[src/rtl/tri_interval_timer.sv]
module tri_interval_timer #(
  parameter int SLOW_DIV = 128,
  parameter int FAST_DIV = 16,
  parameter int NT       = 3,
  parameter int PERW     = 8,
  parameter int CNTW     = 4
) (
  input  logic       clk,
  input  logic       rst_n,
  input  logic       tick_en,
  input  logic [3:0] addr,
  input  logic [7:0] wdata,
  input  logic       wr,
  input  logic       rd,
  output logic [7:0] rdata
);
  localparam int PW     = $clog2(SLOW_DIV);
  localparam int A_CTRL = 1;
  localparam int A_PER0 = 10;
  localparam int A_CNT0 = 13;

  logic            en    [NT];
  logic [PERW-1:0] per   [NT];
  logic [PERW:0]   stage [NT];
  logic [PW-1:0]   pre   [NT];
  logic [CNTW-1:0] cnt   [NT];

  wire ctrl_wr = wr && (addr == 4'(A_CTRL));

  for (genvar i = 0; i < NT; i++) begin : g_tmr
    localparam int DIV = (i < 2) ? SLOW_DIV : FAST_DIV;
    logic            rise, stick, bump, clr;
    logic [PERW:0]   tgt;

    assign rise  = ctrl_wr && wdata[i] && !en[i];
    assign stick = en[i] && tick_en && (pre[i] == PW'(DIV - 1));
    assign tgt   = (per[i] == '0) ? (PERW+1)'(1 << PERW) : {1'b0, per[i]};
    assign bump  = stick && ((stage[i] + (PERW+1)'(1)) >= tgt);
    assign clr   = (rd || wr) && (addr == 4'(A_CNT0 + i));

    always_ff @(posedge clk) begin
      if (!rst_n) begin
        en[i]    <= 1'b0;
        per[i]   <= '0;
        stage[i] <= '0;
        pre[i]   <= '0;
        cnt[i]   <= '0;
      end else begin
        if (ctrl_wr) en[i] <= wdata[i];
        if (wr && addr == 4'(A_PER0 + i)) per[i] <= wdata[PERW-1:0];
        if (rise) begin
          pre[i]   <= '0;
          stage[i] <= '0;
          cnt[i]   <= '0;
        end else begin
          if (en[i] && tick_en)
            pre[i] <= (pre[i] == PW'(DIV - 1)) ? '0 : pre[i] + PW'(1);
          if (stick)
            stage[i] <= bump ? '0 : stage[i] + (PERW+1)'(1);
          if (clr)       cnt[i] <= CNTW'(bump);
          else if (bump) cnt[i] <= cnt[i] + CNTW'(1);
        end
      end
    end
  end

  always_comb begin
    rdata = '0;
    for (int k = 0; k < NT; k++)
      if (rd && addr == 4'(A_CNT0 + k)) rdata = 8'(cnt[k]);
  end
endmodule

[config.mk]
export PLATFORM = sky130hd
export DESIGN_NAME = tri_interval_timer
export DESIGN_NICKNAME = d
export VERILOG_FILES = /design/src/rtl/tri_interval_timer.sv
export SDC_FILE = /design/constraint.sdc
export NUM_CORES = 1
export LEC_CHECK = 0
export ABC_AREA = 1
export BUFFER_PORTS_ARGS = -buffer_cell sky130_fd_sc_hd__buf_2
export CORE_MARGIN = 8
export CORE_UTILIZATION = 59
export DETAILED_ROUTE_END_ITERATION = 8
export GPL_ROUTABILITY_DRIVEN = 0
export PLACE_DENSITY_LB_ADDON = 0.05
export SYNTH_ARGS = -nofsm -noshare
export SYNTH_HDL_FRONTEND = slang
export SYNTH_SLANG_ARGS = --single-unit
[constraint.sdc]
create_clock -name clk -period 5.5 [get_ports clk]
set_input_delay 1.65 -clock clk [delete_from_list [all_inputs] [get_ports clk]]
set_output_delay 1.65 -clock clk [all_outputs]
set_load 0.005 [all_outputs]
; Word level (Yosys, flattened, before mapping)
; Memory sizes are Yosys's and may differ from the RTL's.
; Index checks and enable logic that the tools add are counted.
[word_totals]
ff_bits = 0
ramBits = 87
out_inout_bits = 8
wordCells = 198
n_memories = 5
[classes]
n_addsub = 9
magnitude_cmp = 3
eq_ne = 10
muxes = 112
n_bitwise = 27
n_reduce_logical = 32
[mem_list]
columns = name, depth, width, read_ports, rd_clocked_by_memory_dff, write_ports, line
row1 = stage, 3, 9, 3, 0, 3, 24  ; logic [PERW:0] stage [NT];
row2 = per, 3, 8, 3, 0, 3, 23  ; logic [PERW-1:0] per [NT];
row3 = pre, 3, 7, 3, 0, 3, 25  ; logic [PW-1:0] pre [NT];
row4 = cnt, 3, 4, 3, 0, 3, 26  ; logic [CNTW-1:0] cnt [NT];
row5 = en, 3, 1, 3, 0, 3, 22  ; logic en [NT];
[op_table]
columns = operator, count
row1 = $mux W9, 12
row2 = $mux W1, 76
row3 = $mux W7, 9
row4 = $mux W4, 10
row5 = $mux W8, 5
row6 = $add A9 B1 Y9 const B, 3
row7 = $ge A9 B9 Y1, 3
row8 = $or A1 B1 Y1, 27
row9 = $logic_and A1 B1 Y1, 25
row10 = $eq A4 B4 Y1 const B, 6
row11 = $logic_not A8 Y1, 3
row12 = $add A7 B1 Y7 const B, 3
row13 = $eq A7 B7 Y1 const B, 2
row14 = $add A4 B1 Y4 const B, 3
row15 = $eq A7 B4 Y1 const B, 1
row16 = $eq A4 B1 Y1 const B, 1
row17 = $logic_not A1 Y1, 3
row18 = $logic_or A1 B1 Y1, 1

; Logic depth before layout (Yosys ltp)
; An unclocked memory read counts as a cell.
[depth]
depth_word = 11
mapped_depth = 15
ltp_nobuf = 15

; Least setup slack after synthesis
; No wires, ideal clock.
[synth_timing]
path_kind = input to output
start = input addr[0]
end = output rdata[0]
t_arrival_ps = 2237
setup_slack_ps = 1613
cell_stages = 6
n_path_buf = 0
path_cell_list = inv_2 > nor2_2 > nand2_1 > nor2_1 > nand2_1 > nand3_1
[synth_via]
elab_chain_cells = 5
elab_cells_between_ends = 9
[synth_rtl]
columns = element, line
row1 = "start, declared", 11  ; input logic [3:0] addr,
row2 = $eq A4 B4 Y1, 70  ; if (rd && addr == 4'(A_CNT0 + k)) rdata = 8'(cnt[k]);
row3 = $logic_and A1 B1 Y1, 70
row4 = $mux W4, 70
row5 = $mux W8, 70
row6 = $mux W8 (*), 70
row7 = "end, declared", 15  ; output logic [7:0] rdata
; Every way passes the cells marked *; elsewhere a longest branch is shown, timed or not.

; Worst setup path in the final report
[layout_timing]
start = input addr[1]
end = output rdata[2]
; The elaborated chain is that of the path after synthesis.

==> summary.md <==
| Metric | Value |
|---|---|
| Initial antenna violation count | `0` |
| Mux cell area share after synthesis | `0` |
| Vias in the first global route | `3753` |
| Final Core Density | `0.636` |
| Asr flop ratio synth | `0` |
| Largest family of logic cells by synthesized area | `simple AND/OR/NAND/NOR gates` |
| Commonest cells post-synth | `inv_1 (118), nand2_1 (113), nor2_1 (96)` |
| Clk buf depth | `2` |
| Nets | `690` |
| CTS buffer count | `9` |
| MaxCap Viol Count | `0` |
| Fill cells | `773` |
| Most used DFF post-synth | `edfxtp_1` |
| Period utilization | `0.773` |
| Final setup viols | `0` |
| Mapped Avg Cell Area | `8.77 um^2` |
| Post-placement cell count | `737` |
| Post-synthesis sequential area ratio | `0.483` |
| H-tree depth | `3` |
| CTS Sinks | `87` |
| Largest net degree at the start of global routing | `16` |
| CP endpoint | `rdata[2]` |
| Synth Area in Compound Gates | `0.0223` |
| Crit path kind | `in2out` |
| Drt drc | `0` |
| FF-to-FF Start | `stage[0][0]` |
| Total negative slack | `0 ps` |
| P&R area growth vs syn | `6.94%` |
| GRT Overall Usage | `0.160` |
| Post-synth top area share | `0.479` |
| Final worst slack | `1250 ps` |
| Synth Area in Simple Gates | `0.270` |
| Beginning of the critical path | `addr[1]` |
| Final Critical Period | `4250 ps` |
| Antenna diode instance count | `0` |
| Detailed Route WL | `9.40 mm` |
| 1st-iter DRT viols | `173` |
| Setup Fix Bufs, Post-CTS | `0` |
| Cts-stage hold buffer count | `0` |
| RSZ-0062 raised after global routing | `false` |
| Status | `finished, final reports clean` |
| Wire length per cell | `12.5 um` |
| Leakage Power | `2.68 nW` |
| Hold WS | `507 ps` |
| DIE AREA | `12400 um^2` |
| Post-DP HPWL | `7.50 mm` |
| Layout Cells excl Fill | `753` |
| Critical path data arrival time | `2600 ps` |
| Flop2flop setup slack | `2390 ps` |
| Port bufs | `20` |
| Area leader, netlist | `edfxtp_1` |
| PwrDens | `238 nW/um^2` |
| Detailed-route via count | `3884` |
| Post-cts resize count | `0` |
| CP Capture Type | `output pin` |
| R2R depth | `13` |
| Top cells by area, synth | `edfxtp_1 (48%), ha_1 (8.4%), inv_1 (8.2%)` |
| Yosys cell types | `36` |
| Hold Vio Cnt, Final | `0` |
| Maximum VDD drop | `0.000126 V` |
| Relative slew slack | `0.248` |
| Top Ports | `25` |
| HP Class | `reg2reg` |
| Xor/xnor cell area share of the yosys netlist | `0.0423` |
| Via density per instance | `5.16` |
| Clock Latency Late Sink | `360 ps` |
| RR Endpoint | `cnt[0][0]` |
| Worst slack, placed | `1260 ps` |
| Global-route wire length before repair | `16.5 mm` |
| Final Max Slew Viols | `0` |
| Initial Util | `0.594` |
| Top-count cell post-synth | `inv_1` |
| Worst slew pin tran | `1120 ps` |
| Core area | `9060 um^2` |
| Reg clk slew, reported paths | `90 ps` |
| Post-synthesis cell count | `614` |
| EDFF count, synth | `86` |
| Clk root buf | `clkbuf_8` |
| CTS tree | `built` |
| Mapped Area | `5390 um^2` |
| Final ANT Viol Nets | `0` |
| Pre-antenna DRT Iters | `5` |
| Fmax | `0.235 GHz` |
| CP Launch Type | `input port` |
| Synthesis Warnings | `0` |
| Post-synthesis adder-cell area fraction | `0.0836` |
| Rows | `35` |
| Crit-path max FO | `6` |
| Die X | `112 um` |
| Setup Skew | `9.31 ps` |
| Share of post-route cells with drive strength above 1 | `0.0997` |
| Gr ovfl total | `0` |
| Register bit count reported by yosys | `87` |
| Req. time, crit path | `3850 ps` |
| Die Y | `112 um` |
report_power, final:
part           switching (mW)  total, mW  internal (mW)
registers              0.0251      0.786          0.761
logic                  0.0901      0.135         0.0450
clock network           0.242      0.453          0.211
placed cells by master (no fill, tap or decap), types with 9 or more instances in the layout:
master	netlist	final
edfxtp_1	86	86
nand3_1	35	35
buf_2	1	20
nor3_1	14	14
inv_1	118	118
a21oi_1	11	11
xor2_1	22	22
ha_1	36	36
nand4_1	13	13
nor3_2	10	10
nor2_1	96	96
nand2_1	113	113
clkbuf_8	0	9
worst min path at each step:
stage,start,end,slack [ps],cells after the start
after global routing,en[2],en[2],530,2
after detailed placement,en[2],en[2],490,2
after floorplan,en[2],en[2],460,2
after global placement,en[2],en[2],480,2
final,en[2],en[2],510,2
after CTS,en[2],en[2],510,2
flip-flops by register name, summed over array words and instances (netlist names):
signal / flops
pre: 21
cnt: 12
per: 24
stage: 27
en: 3
metal layers:
| layer | global-route usage | vias to the layer above | share of wire |
|---|---|---|---|
| li1 | - | 2024 | - |
| met5 | 0 | - | 0 |
| met3 | 0.0303 | 18 | 0.036 |
| met4 | 0.0793 | 0 | 0.025 |
| met2 | 0.265 | 59 | 0.47 |
| met1 | 0.197 | 1783 | 0.47 |
metrics by stage:
| stage | power (mW) | cell area [um^2] |
|---|---|---|
| after floorplan | 0.901 | 5400 |
| after global placement | 0.932 | 5570 |
| after detailed placement | 0.937 | 5570 |
| after CTS | 1.38 | 5760 |
| after global routing | 1.43 | 5760 |
| final | 1.37 | 5760 |
final cells by class:
class                           count  area, um^2  share of cell area
Clock buffer                        9         124              0.0215
Clock inverter                      7        72.6              0.0126
Inverter                          122         458              0.0795
Multi-Input combinational cell    397        2270               0.393
Sequential cell                    87        2600               0.452
Tap cell                          111         139              0.0241
Timing Repair Buffer               20         100              0.0174
cell families (layout without fill, tap and decap cells):
logic type | after synthesis | after routing
and+or+nand+nor | 308 | 308
AOI/OAI and AO/OA | 23 | 23
buffers and inverters | 133 | 158
DFF | 87 | 87
other | 1 | 4
xor gates and xnor gates | 26 | 26
adders and majority gates | 36 | 36
critical path, cell delays in order:
cell and delay (ps):
buf_2 130, nor2_2 190, nand2_1 120, nor2_1 220, nand2_1 80, nand3_1 90
buf_2 110
(Power assumes the default switching activity.)
